## src/rtl/cap_pkg.sv

```systemverilog
package cap_pkg;

    localparam int CNT_W   = 16;
    localparam int BYTE_W  = 8;
    localparam int NUM_CH  = 2;
    localparam int NUM_EV  = 2 * NUM_CH;
    localparam int ADDR_W  = 3;

    localparam logic [ADDR_W-1:0] A_CNT_LO  = 3'd0;
    localparam logic [ADDR_W-1:0] A_CNT_HI  = 3'd1;
    localparam logic [ADDR_W-1:0] A_RISE0   = 3'd2;
    localparam logic [ADDR_W-1:0] A_RISE1   = 3'd3;
    localparam logic [ADDR_W-1:0] A_FALL0   = 3'd4;
    localparam logic [ADDR_W-1:0] A_FALL1   = 3'd5;
    localparam logic [ADDR_W-1:0] A_CTRL    = 3'd6;
    localparam logic [ADDR_W-1:0] A_STATUS  = 3'd7;

    localparam int WIDE_BIT = 7;
    localparam logic [BYTE_W-1:0] CTRL_MASK = 8'h8F;

    typedef enum logic {
        ST_LOW  = 1'b0,
        ST_HIGH = 1'b1
    } edge_state_t;

endpackage

```

## src/rtl/cap_edge_fsm.sv

```systemverilog
module cap_edge_fsm
    import cap_pkg::*;
(
    input  logic clk,
    input  logic rst_n,
    input  logic pin,
    output logic rise_evt,
    output logic fall_evt
);

    logic        sync1_q;
    logic        sync2_q;
    edge_state_t state_q;
    edge_state_t state_d;

    always_ff @(posedge clk or negedge rst_n) begin
        if (!rst_n) begin
            sync1_q <= 1'b0;
            sync2_q <= 1'b0;
        end else begin
            sync1_q <= pin;
            sync2_q <= sync1_q;
        end
    end

    always_comb begin
        state_d = state_q;
        unique case (state_q)
            ST_LOW:  if (sync2_q)  state_d = ST_HIGH;
            ST_HIGH: if (!sync2_q) state_d = ST_LOW;
            default: state_d = ST_LOW;
        endcase
    end

    always_ff @(posedge clk or negedge rst_n) begin
        if (!rst_n) state_q <= ST_LOW;
        else        state_q <= state_d;
    end

    always_comb begin
        rise_evt = 1'b0;
        fall_evt = 1'b0;
        unique case (state_q)
            ST_LOW:  rise_evt = sync2_q;
            ST_HIGH: fall_evt = !sync2_q;
            default: ;
        endcase
    end

endmodule

```

## src/rtl/cap_timebase.sv

```systemverilog
module cap_timebase #(
    parameter int CNT_W       = 16,
    parameter int TICK_CYCLES = 51200
) (
    input  logic             clk,
    input  logic             rst_n,
    output logic [CNT_W-1:0] cnt,
    output logic             wrap_pulse,
    output logic             tick_pulse
);

    localparam int TICK_W = (TICK_CYCLES > 1) ? $clog2(TICK_CYCLES) : 1;
    localparam logic [TICK_W-1:0] TICK_LAST = TICK_W'(TICK_CYCLES - 1);
    localparam logic [CNT_W-1:0]  CNT_MAX   = {CNT_W{1'b1}};

    logic [TICK_W-1:0] tick_q;

    always_ff @(posedge clk or negedge rst_n) begin
        if (!rst_n) begin
            cnt        <= '0;
            wrap_pulse <= 1'b0;
        end else begin
            cnt        <= cnt + 1'b1;
            wrap_pulse <= (cnt == CNT_MAX);
        end
    end

    always_ff @(posedge clk or negedge rst_n) begin
        if (!rst_n) begin
            tick_q     <= '0;
            tick_pulse <= 1'b0;
        end else if (tick_q == TICK_LAST) begin
            tick_q     <= '0;
            tick_pulse <= 1'b1;
        end else begin
            tick_q     <= tick_q + 1'b1;
            tick_pulse <= 1'b0;
        end
    end

endmodule

```

## src/rtl/cap_capture_bank.sv

```systemverilog
module cap_capture_bank #(
    parameter int NUM_CH = 2,
    parameter int BYTE_W = 8,
    parameter int CNT_W  = 16
) (
    input  logic                       clk,
    input  logic                       rst_n,
    input  logic [CNT_W-1:0]           cnt,
    input  logic [2*NUM_CH-1:0]        evt,
    input  logic [2*NUM_CH-1:0]        edge_en,
    input  logic                       wide,
    input  logic [2*NUM_CH-1:0]        clr,
    output logic [2*NUM_CH*BYTE_W-1:0] cap_bytes,
    output logic [2*NUM_CH-1:0]        status
);

    localparam int NUM_EV = 2 * NUM_CH;

    logic [NUM_EV-1:0] take;

    for (genvar c = 0; c < NUM_CH; c++) begin : g_ch
        for (genvar e = 0; e < 2; e++) begin : g_edge
            localparam int IDX = 2 * c + e;
            logic [BYTE_W-1:0] cap_q;

            if (c == 0) begin : g_base
                assign take[IDX] = evt[IDX] && edge_en[IDX];
                always_ff @(posedge clk or negedge rst_n) begin
                    if (!rst_n)         cap_q <= '0;
                    else if (take[IDX]) cap_q <= cnt[BYTE_W-1:0];
                end
            end else if (c == 1) begin : g_ext
                assign take[IDX] = evt[IDX] && edge_en[IDX] && !wide;
                always_ff @(posedge clk or negedge rst_n) begin
                    if (!rst_n)                 cap_q <= '0;
                    else if (wide && take[e])   cap_q <= cnt[CNT_W-1:CNT_W-BYTE_W];
                    else if (take[IDX])         cap_q <= cnt[BYTE_W-1:0];
                end
            end else begin : g_more
                assign take[IDX] = evt[IDX] && edge_en[IDX];
                always_ff @(posedge clk or negedge rst_n) begin
                    if (!rst_n)         cap_q <= '0;
                    else if (take[IDX]) cap_q <= cnt[BYTE_W-1:0];
                end
            end

            assign cap_bytes[IDX*BYTE_W +: BYTE_W] = cap_q;
        end
    end

    always_ff @(posedge clk or negedge rst_n) begin
        if (!rst_n) status <= '0;
        else        status <= (status & ~clr) | take;
    end

endmodule

```

## src/rtl/dual_edge_capture_timer.sv

```systemverilog
module dual_edge_capture_timer
    import cap_pkg::*;
#(
    parameter int TICK_CYCLES = 51200
) (
    input  logic              clk,
    input  logic              rst_n,
    input  logic [NUM_CH-1:0] cap_in,
    input  logic              wr_en,
    input  logic [ADDR_W-1:0] addr,
    input  logic [BYTE_W-1:0] wdata,
    output logic [BYTE_W-1:0] rdata,
    output logic              irq_capture,
    output logic              irq_wrap,
    output logic              irq_tick
);

    logic [CNT_W-1:0]         cnt_q;
    logic [NUM_EV-1:0]        evt;
    logic [NUM_EV-1:0]        status_q;
    logic [NUM_EV-1:0]        clr;
    logic [BYTE_W-1:0]        ctrl_q;
    logic [NUM_EV*BYTE_W-1:0] cap_bytes;

    cap_timebase #(.CNT_W(CNT_W), .TICK_CYCLES(TICK_CYCLES)) u_time (
        .clk        (clk),
        .rst_n      (rst_n),
        .cnt        (cnt_q),
        .wrap_pulse (irq_wrap),
        .tick_pulse (irq_tick)
    );

    for (genvar c = 0; c < NUM_CH; c++) begin : g_in
        cap_edge_fsm u_edge (
            .clk      (clk),
            .rst_n    (rst_n),
            .pin      (cap_in[c]),
            .rise_evt (evt[2*c]),
            .fall_evt (evt[2*c+1])
        );
    end

    always_ff @(posedge clk or negedge rst_n) begin
        if (!rst_n)                        ctrl_q <= '0;
        else if (wr_en && addr == A_CTRL)  ctrl_q <= wdata & CTRL_MASK;
    end

    assign clr = (wr_en && addr == A_STATUS) ? wdata[NUM_EV-1:0] : '0;

    cap_capture_bank #(.NUM_CH(NUM_CH), .BYTE_W(BYTE_W), .CNT_W(CNT_W)) u_bank (
        .clk       (clk),
        .rst_n     (rst_n),
        .cnt       (cnt_q),
        .evt       (evt),
        .edge_en   (ctrl_q[NUM_EV-1:0]),
        .wide      (ctrl_q[WIDE_BIT]),
        .clr       (clr),
        .cap_bytes (cap_bytes),
        .status    (status_q)
    );

    always_comb begin
        unique case (addr)
            A_CNT_LO: rdata = cnt_q[BYTE_W-1:0];
            A_CNT_HI: rdata = cnt_q[CNT_W-1:CNT_W-BYTE_W];
            A_RISE0:  rdata = cap_bytes[0*BYTE_W +: BYTE_W];
            A_RISE1:  rdata = cap_bytes[2*BYTE_W +: BYTE_W];
            A_FALL0:  rdata = cap_bytes[1*BYTE_W +: BYTE_W];
            A_FALL1:  rdata = cap_bytes[3*BYTE_W +: BYTE_W];
            A_CTRL:   rdata = ctrl_q;
            A_STATUS: rdata = {{(BYTE_W-NUM_EV){1'b0}}, status_q};
            default:  rdata = '0;
        endcase
    end

    assign irq_capture = |status_q;

endmodule

```

## config.mk

```make
export PLATFORM = sky130hd
export DESIGN_NAME = dual_edge_capture_timer
export DESIGN_NICKNAME = d
export VERILOG_FILES = /design/src/rtl/cap_pkg.sv /design/src/rtl/cap_edge_fsm.sv /design/src/rtl/cap_timebase.sv /design/src/rtl/cap_capture_bank.sv /design/src/rtl/dual_edge_capture_timer.sv
export SDC_FILE = /design/constraint.sdc
export NUM_CORES = 1
export LEC_CHECK = 0
export ABC_AREA = 1
export BUFFER_PORTS_ARGS = -buffer_cell sky130_fd_sc_hd__clkbuf_2
export CAP_MARGIN = 0
export CORE_MARGIN = 3
export CORE_UTILIZATION = 35
export CTS_BUF_LIST = sky130_fd_sc_hd__clkbuf_8
export DETAILED_ROUTE_END_ITERATION = 8
export PLACE_DENSITY = 0.61
export SETUP_SLACK_MARGIN = 0.2
export SLEW_MARGIN = 20
export SYNTH_ARGS = -nofsm -noshare
export SYNTH_HDL_FRONTEND = slang
export SYNTH_SLANG_ARGS = --single-unit
```

## constraint.sdc

```tcl
create_clock -name clk -period 1.7 [get_ports clk]
set_clock_uncertainty 0.1 [all_clocks]
set_input_delay 0.255 -clock clk [delete_from_list [all_inputs] [get_ports clk]]
set_output_delay 0.255 -clock clk [all_outputs]
set_load 0.01 [all_outputs]
```

==> results of run 1 <==
sequential cells by signal (all words and copies together), names as in the netlist:
register / count
ctrl_q: 5
g_in.u_edge.state_q: 2
g_in.u_edge.sync1_q: 2
g_in.u_edge.sync2_q: 2
u_bank.g_ch.g_edge.cap_q: 32
u_bank.status: 4
u_time.cnt: 16
u_time.tick_pulse: 1
u_time.tick_q: 16
u_time.wrap_pulse: 1
critical path, stage by stage (launching register included):
cell and delay [ns]:
dfrtp_1 0.42, or4_1 0.51, buf_2 0.16
final cells by class:
type	instances	area share [%]
Clock buffer	9	2.477
Clock inverter	7	1.552
Inverter	62	4.655
Multi-Input combinational cell	344	36.54
Sequential cell	81	40.69
Tap cell	140	3.504
Timing Repair Buffer	74	10.59
cell usage in the layout, fill, tap and decap left out, drive strengths merged, types with 2 or more instances in the layout:
| cell | instances |
|---|---|
| nand2 | 133 |
| dfrtp | 81 |
| inv | 64 |
| nor2 | 64 |
| buf | 54 |
| o21ai | 52 |
| nand3 | 31 |
| clkbuf | 26 |
| xor2 | 20 |
| nand4 | 18 |
| nor3 | 11 |
| a21oi | 3 |
| o211ai | 3 |
| dlygate4sd3 | 3 |
| clkinv | 3 |
| nand3b | 2 |
| ha | 2 |
cells by family (layout without fill, tap and decap cells):
kind of cell             count (synthesis)  after routing  share of synthesized area [%]
XOR/XNOR                                21             21                          4.532
buffers and inverters                   73            152                          7.152
adder cells (fa/ha/maj)                  2              2                         0.6164
AND/OR/NAND/NOR                        260            260                          29.87
AO/OA/AOI/OAI                           61             61                          7.891
flip-flops                              81             81                          49.94
per-layer routing:
metal	vias to the layer above	wire length [microns]	GRT usage, %
met1	1686	4852	22.60
met4	0	286	5.769
met3	23	586	4.775
li1	1748	-	-
met2	96	4830	27.13
met5	-	0	0
worst paths after layout:
kind	from	endpoint	slack, ns	cells past startpoint
worst max-delay path	u_bank.status[1]	irq_capture	-0.12	2
worst min register to register	g_in[0].u_edge.sync1_q	g_in[0].u_edge.sync2_q	0.26	0
min in group asynchronous	rst_n	u_bank.g_ch[0].g_edge[0].cap_q[7]	0.19	2
max in group asynchronous	rst_n	u_time.cnt[10]	0.79	3
worst min-delay path	wdata[3]	ctrl_q[3]	0.03	3
worst max register to register	u_time.tick_q[0]	u_time.tick_q[14]	0.27	9
power by group:
part | internal (mW) | switching [mW] | leakage (nW) | total (mW)
clock | 0.691 | 0.785 | 0.100 | 1.48
sequential | 2.23 | 0.183 | 1.02 | 2.41
combinational | 0.288 | 0.416 | 1.30 | 0.704
metrics by stage:
stage,power (mW),cells
finish,4.588,717
floorplan,2.801,498
detailed placement,3.110,676
CTS,4.629,709
global placement,3.078,676
global route,4.854,717
timing repair:
action,in CTS,in global routing
gates resized for setup,19,28
endpoints found under the hold margin,83,0
buffers inserted,14,8
pin swaps,23,18
endpoints found under the setup margin,13,33
cloned,0,0
hold buffers,3,0
==> flow_summary_export.csv, run 1 <==
group,metric,value,unit
sta,setup_viol,2,
layout,antennaDiodeCount,0,
synth,synthTopCellsByArea,"dfrtp_1 50%, nand2_1 12%, o21ai_0 6.3%",
layout,syn_to_final_growth,23.18,%
routing,wl_per_cell,14.72,microns
layout,drive_gt1_share,23.74,%
critical_path,worstPathRequired,1.34,ns
routing,totalWireLength,10.56,mm
layout,fin_area,5000,sq um
sta,fin_crit_sh,106.8,%
placement,dp_hpwl,7.453,mm
sta,slew_headroom,79.50,%
cts,numClockSinks,81,
synth,async_flop_share,100.0,%
floorplan,coreArea,11080,sq um
power_and_ir_drop,irDropWorstVdd,0.7031,mV
sta,tns,-0.1644,ns
synth,synth_seq_area_share,49.94,%
layout,final-seq-area,2034,sq um
synth,syn-num-nets,516,
synth,synth_top_area_share,49.94,%
power_and_ir_drop,p_per_area,917.6,nW/um^2
sta,worst_hold_slack,0.02955,ns
layout,fin_nets,590,
power_and_ir_drop,cellLeakagePower,2.417,nW
sta,worstMarginPinSlew,0.3058,ns
grt,grt_usage,17.11,%
layout,multi_input_area,1827,sq um
sta,fmax,550.8,MHz
routing,dr.pass1.iters,5,
synth,yosysWarningCount,0,
floorplan,die_x,113.7,microns
grt,grt_overflow,0,
routing,ant_nets,0,
sta,slew_violations,0,
synth,ys_ff_latch,81,
synth,syn_area,4059,sq um
synth,synth_edf_count,0,
grt,grt_pass1_wl,17.28,mm
layout,finish.utilization,45.13,%
synth,post_synth.cell_area_avg,8.150,sq um
sta,worst_slack,-0.1155,ns
status,outcome,"finished, violations left",
routing,dr.first_iter.drc_count,262,
grt,grt_max_degree,35,
sta,period_minus_slack,1.815,ns
routing,num_vias,3553,
placement,place.gp.congestion,0.8831,
cts,cts_tree,"yes",
synth,yosysUniqueCellTypes,33,
placement,place_ws,-0.004226,ns
synth,synth_most_common_cell,"nand2_1",
sta,rsz0062_at_grt,"yes",
cts,clockRootBuffer,"clkbuf_8",
placement,place.port_buffers,23,
critical_path,endpoint_kind,"output port",
cts,clk_pin_slew_worst_paths,0.08,ns
cts,clk_path_buf_depth,2,
synth,synthTopCellsByCount,"130 x nand2_1, 81 x dfrtp_1, 60 x inv_1",
floorplan,num_io_pins,27,
grt,grt_pass1_vias,3454,
layout,fillCellCount,1085,
synth,yosysTopAreaCell,"dfrtp_1",
grt,antenna_found_initial,0,
floorplan,start_util,36.64,%
cts,htree_levels,3,
synth,synthesis.instances,498,
floorplan,fp.dieH,113.7,microns
sta,hold_viol,0,
floorplan,design.die.area,12930,sq um
worst_hold_path,hp-class,"input pin to register",
status,violations,"setup timing",
routing,drc,0,
critical_path,worstPathMaxFanout,3,
cts,cts_made_buffers,9,
floorplan,row_count,38,
job,cap_violations,0,
critical_path,start_kind,"register",
cts,clk_latency,0.38,ns
synth,ys.flop_type,"dfrtp_1",
critical_path,cp.arrival,1.46,ns
critical_path,crit_type,"register to output port",
routing,viasPerCell,4.955,
placement,dpl-instance-area,4502,sq um
(Power assumes the default switching activity.)
==> inputs of run 2 (changes only) <==
- TNS_END_PERCENT: unset -> 50
==> flow_summary_export.csv, run 2 (same netlist as run 1, synthesis figures left out) <==
group,metric,value,unit
routing,dr.first_iter.drc_count,253,
critical_path,worstReg2RegEnd,"u_bank.g_ch[1].g_edge[0].cap_q[4]",
sta,tns,-0.1588,ns
sta,rsz0062_at_grt,"yes",
cts,clk_latency,0.38,ns
routing,totalWireLength,10.40,mm
cts,numClockSinks,81,
placement,place_ws,-0.004226,ns
critical_path,crit_type,"register to output port",
layout,top_register,"u_bank.g_ch.g_edge.cap_q",
power_and_ir_drop,power.share.clock,32.0,%
routing,drc,0,
layout,final_cell_mix,"124 x nand2_1, 73 x dfrtp_1, 53 x inv_1",
power_and_ir_drop,seq_power_share,52.5,%
floorplan,num_io_pins,27,
sta,fin_crit_sh,106.8,%
floorplan,coreArea,11080,sq um
floorplan,fp.dieH,113.7,microns
layout,syn_to_final_growth,22.23,%
layout,reg_top3,"u_bank.g_ch.g_edge.cap_q (32), u_time.cnt (16), u_time.tick_q (16)",
sta,slew_violations,0,
sta,period_minus_slack,1.816,ns
power_and_ir_drop,irDropWorstVdd,0.6993,mV
floorplan,start_util,36.64,%
cts,clk_pin_slew_worst_paths,0.08,ns
critical_path,worstSetupStartpoint,"u_bank.status[1]",
floorplan,design.die.area,12930,sq um
status,outcome,"finished, violations left",
cts,htree_levels,3,
sta,setup_viol,3,
sta,worstMarginPinSlew,0.3093,ns
cts,clk_path_buf_depth,2,
critical_path,endpoint_kind,"output port",
critical_path,worstPathMaxFanout,3,
grt,grt_usage,17.02,%
power_and_ir_drop,pwr-share-comb,15.5,%
layout,largest_reg_flops,32,
power_and_ir_drop,p_int,3.205,mW
grt,grt_pass1_vias,3451,
sta,fmax,550.6,MHz
critical_path,cp.arrival,1.46,ns
grt,grt_overflow,0,
placement,place.port_buffers,23,
routing,viasPerCell,4.903,
placement,place.gp.congestion,0.8831,
critical_path,crit_end,"irq_capture",
floorplan,row_count,38,
sta,worst_hold_slack,0.03204,ns
cts,clockRootBuffer,"clkbuf_8",
grt,grt_pass1_wl,17.22,mm
routing,wl_per_cell,14.63,microns
layout,antennaDiodeCount,0,
power_and_ir_drop,p_switching,1.380,mW
routing,ant_nets,0,
sta,worst_slack,-0.1162,ns
power_and_ir_drop,cellLeakagePower,2.384,nW
critical_path,worstPathRequired,1.34,ns
worst_hold_path,hp-class,"input pin to register",
critical_path,reg2reg_slack,0.28,ns
power_and_ir_drop,p_sw_share,30.09,%
layout,fin_nets,584,
job,cap_violations,0,
critical_path,timing.rr.start,"ctrl_q[7]",
floorplan,die_x,113.7,microns
cts,cts_tree,"yes",
grt,antenna_found_initial,0,
layout,drive_gt1_share,23.99,%
status,violations,"setup timing",
power_and_ir_drop,p_per_area,924.2,nW/um^2
sta,slew_headroom,79.27,%
routing,num_vias,3486,
sta,hold_viol,0,
placement,dp_hpwl,7.453,mm
layout,finish.utilization,44.78,%
grt,grt_max_degree,35,
critical_path,start_kind,"register",
routing,dr.pass1.iters,4,
layout,layout_commonest_cell,"nand2_1",
critical_path,reg2regPathDepth,7,
cts,cts_made_buffers,9,
run 2: changes by cell type in the layout (fill, tap and decap cells not counted), sizes merged:
| cell | delta |
|---|---|
| clkbuf | -1 |
| buf | -5 |
run 2: critical path, stage by stage, from the launching register on:
cell and delay [ns]:
dfrtp_1 0.42, or4_1 0.51, buf_2 0.16
run 2: worst min path at each step:
stage	startpoint	endpoint	slack, ns	cells past startpoint
2_1_floorplan	rst_n	ctrl_q[0]	-0.14	0
3_3_place_gp	rst_n	g_in[1].u_edge.sync2_q	0.04	1
3_5_place_dp	rst_n	g_in[1].u_edge.sync2_q	0.04	1
4_1_cts	wdata[3]	ctrl_q[3]	0.02	3
5_1_grt	wdata[2]	ctrl_q[2]	0.03	3
6_report	wdata[3]	ctrl_q[3]	0.03	3
run 2: power groups by stage:
stage / combinational, mW / sequential, mW / clock, mW
global route: 0.807 / 2.44 / 1.61
global placement: 0.646 / 2.43 / 0
floorplan: 0.422 / 2.38 / 0
detailed placement: 0.663 / 2.45 / 0
CTS: 0.705 / 2.41 / 1.52
finish: 0.709 / 2.41 / 1.47
run 2: layout make-up:
type	instances	area (sq um)
Clock buffer	9	123.9
Clock inverter	7	77.57
Multi-Input combinational cell	344	1837
Tap cell	140	175.2
Fill cell	1095	6117
Sequential cell	81	2037
Inverter	62	232.7
Timing Repair Buffer	68	478.0
run 2: what timing repair did:
action / 4_1_cts / 5_1_grt
hold endpoints to repair: 83 / 0
buffers inserted: 9 / 7
resized for setup: 19 / 33
hold buffers: 3 / 0
endpoints found under the setup margin: 13 / 30
pin swaps: 26 / 18
run 2: stage by stage:
step / power [mW] / std cells / instance area (sq um)
after CTS: 4.628 / 704 / 4840
after global placement: 3.078 / 676 / 4502
final: 4.585 / 711 / 4961
after detailed placement: 3.110 / 676 / 4502
after global routing: 4.857 / 711 / 4961
after floorplan: 2.801 / 498 / 4059
run 2: routing by layer:
metal | track usage, % | up-vias | part of all wire, %
met1 | 22.60 | 1662 | 45
met2 | 26.82 | 77 | 47
met3 | 4.775 | 13 | 6.0
li1 | - | 1734 | -
met4 | 5.769 | 0 | 2.0
met5 | 0 | - | 0
==> inputs of run 3 (changes only) <==
- SYNTH_HIERARCHICAL: unset -> 1
==> flow_summary_export.csv, run 3 <==
group,metric,value,unit
status,outcome,"finished clean",
sta,slew_headroom,71.52,%
synth,syn_area,4387,sq um
sta,rsz0062_at_grt,"yes",
layout,fillCellCount,1235,
power_and_ir_drop,p_per_area,872.6,nW/um^2
critical_path,start_kind,"register",
cts,clk_path_buf_depth,2,
placement,place.gp.congestion,0.8953,
floorplan,num_io_pins,27,
layout,multi_input_area,1979,sq um
critical_path,crit_type,"register to output port",
critical_path,path_cells,"nand4_1, nand2_1, nor2_1, nand3_1, buf_2",
routing,dr.pass1.iters,5,
synth,synth_edf_count,0,
cts,htree_levels,3,
critical_path,timing.rr.start,"ctrl_q[7]",
sta,fin_crit_sh,95.43,%
grt,antenna_found_initial,0,
critical_path,worstPathMaxFanout,3,
layout,final-seq-area,2038,sq um
layout,top_register,"u_bank/g_ch.g_edge.cap_q",
critical_path,crit_family,"flip-flops",
routing,ant_nets,0,
critical_path,worstSetupStartpoint,"u_bank/status[2]",
synth,synthTopCellsByCount,"115 x nand2_1, 81 x dfrtp_1, 73 x inv_1",
synth,synth_seq_area_share,46.21,%
floorplan,coreArea,12110,sq um
floorplan,row_count,40,
power_and_ir_drop,finalPower,4.562,mW
critical_path,worst-path-buf-inv,1,
power_and_ir_drop,irDropWorstVdd,0.5287,mV
worst_hold_path,holdCritStartpoint,"wdata[1]",
synth,synth_top_area_share,46.21,%
layout,reg_top3,"u_bank/g_ch.g_edge.cap_q (32), u_time/cnt (16), u_time/tick_q (16)",
grt,grt_usage,16.53,%
floorplan,design.die.area,13910,sq um
synth,synthTopCellsByArea,"dfrtp_1 46%, nand2_1 9.8%, nand3_1 7.5%",
sta,worstMarginPinSlew,0.4272,ns
critical_path,endpoint_kind,"output port",
sta,setup_viol,0,
layout,final_cell_mix,"114 x nand2_1, 72 x dfrtp_1, 71 x inv_1",
cts,clk_latency,0.37,ns
layout,antennaDiodeCount,0,
cts,clk_pin_slew_worst_paths,0.08,ns
routing,wl_per_cell,13.80,microns
grt,grt_pass1_vias,3919,
placement,place.port_buffers,23,
synth,syn-num-nets,573,
synth,async_flop_share,100.0,%
critical_path,worstPathRequired,1.34,ns
placement,dp_hpwl,7.904,mm
job,cap_violations,0,
cts,clockRootBuffer,"clkbuf_8",
critical_path,slowest_stage,"dfrtp_1",
floorplan,fp.dieH,118.0,microns
grt,grt_overflow,0,
cts,cts_tree,"yes",
synth,yosysUniqueCellTypes,31,
sta,period_minus_slack,1.622,ns
synth,post_synth.cell_area_avg,7.904,sq um
synth,yosysWarningCount,6,
critical_path,cp.arrival,1.27,ns
synth,ys_ff_latch,81,
layout,largest_reg_flops,32,
routing,dr.first_iter.drc_count,302,
routing,totalWireLength,10.93,mm
layout,layout_commonest_cell,"nand2_1",
power_and_ir_drop,cellLeakagePower,2.622,nW
routing,drc,0,
grt,grt_max_degree,31,
worst_hold_path,hp-class,"input pin to register",
layout,fin_nets,637,
floorplan,die_x,118.0,microns
layout,drive_gt1_share,20.99,%
sta,slew_violations,0,
critical_path,slowest_delay,0.41,ns
floorplan,start_util,36.22,%
sta,hold_viol,0,
cts,numClockSinks,81,
synth,yosysTopAreaCell,"dfrtp_1",
sta,fmax,616.4,MHz
grt,grt_pass1_wl,18.77,mm
sta,worst_hold_slack,0.02747,ns
routing,viasPerCell,4.912,
layout,syn_to_final_growth,19.20,%
routing,num_vias,3890,
cts,cts_made_buffers,9,
synth,synthesis.instances,555,
synth,ys.flop_type,"dfrtp_1",
synth,synth_most_common_cell,"nand2_1",
## run 3: cell count changes in the layout (fill, tap and decap cells not counted), moves of 8 or more
cell	change
nand4_1	+35
inv_1	+18
xor2_1	-8
nand2_1	-10
nand3_1	+42
o21ai_0	-22
nor2_1	+9
## run 3: cell families (layout without fill, tap and decap cells)
family	after synthesis	in the layout	synth area share (%)
simple gates	324	324	36.05
buf+inv	97	166	9.754
xor+xnor	18	18	3.594
compound gates	33	33	3.822
flops	81	81	46.21
fa+ha+maj	2	2	0.5704
## run 3: final timing paths
path,endpoint,slack (ns),cells after the start
worst max-delay path,rdata[2],0.08,5
worst min-delay path,ctrl_q[1],0.03,3
worst max register to register,u_bank/g_ch[1].g_edge[1].cap_q[5],0.23,7
worst min register to register,g_in[1].u_edge/sync2_q,0.26,0
max in group asynchronous,u_time/cnt[11],0.73,3
min in group asynchronous,ctrl_q[3],0.27,2
## run 3: what timing repair did
item	4_1_cts	5_1_grt
gates resized for setup	11	20
setup buffers	19	7
cloned	0	0
endpoints found under the setup margin	20	49
hold buffers	3	0
pin swaps	10	13
hold endpoints to repair	28	0
## run 3: where the power goes
group	internal, mW	switching (mW)	total (mW)
Combinational	0.364	0.492	0.855
Sequential	2.21	0.185	2.39
Clock	0.602	0.715	1.32
Total	3.17	1.39	4.56
## run 3: layout make-up
type | count | share of cell area [%]
Clock buffer | 11 | 2.895
Clock inverter | 5 | 0.5743
Inverter | 78 | 5.647
Multi-Input combinational cell | 377 | 37.86
Sequential cell | 81 | 38.98
Tap cell | 168 | 4.020
Timing Repair Buffer | 72 | 10.03
## run 3: worst reg2reg max path, delay by kind of cell, from the launching register on
family | cells | cell delay [ns]
flops | 1 | 0.39
buf+inv | 3 | 0.47
simple gates | 4 | 0.40
## run 3: through the flow
stage | setup TNS (ns) | worst slack [ns] | util, % | cells | instance area [sq um]
final | 0 | 0.07771 | 43.17 | 792 | 5229
after global routing | -0.1225 | -0.04803 | 43.17 | 792 | 5229
after CTS | 0 | 0.05773 | 42.35 | 785 | 5129
after detailed placement | 0 | 0.07807 | 39.28 | 747 | 4757
after global placement | 0 | 0.08418 | 39.28 | 747 | 4757
after floorplan | 0 | 0.3800 | - | 555 | 4387
## run 3: routing by layer
| metal | track usage [%] | vias to the layer above | wire length [microns] |
|---|---|---|---|
| met5 | 0 | - | 0 |
| met4 | 4.469 | 0 | 176 |
| met3 | 4.805 | 16 | 692 |
| met2 | 27.24 | 110 | 5185 |
| met1 | 21.27 | 1825 | 4874 |
| li1 | - | 1939 | - |
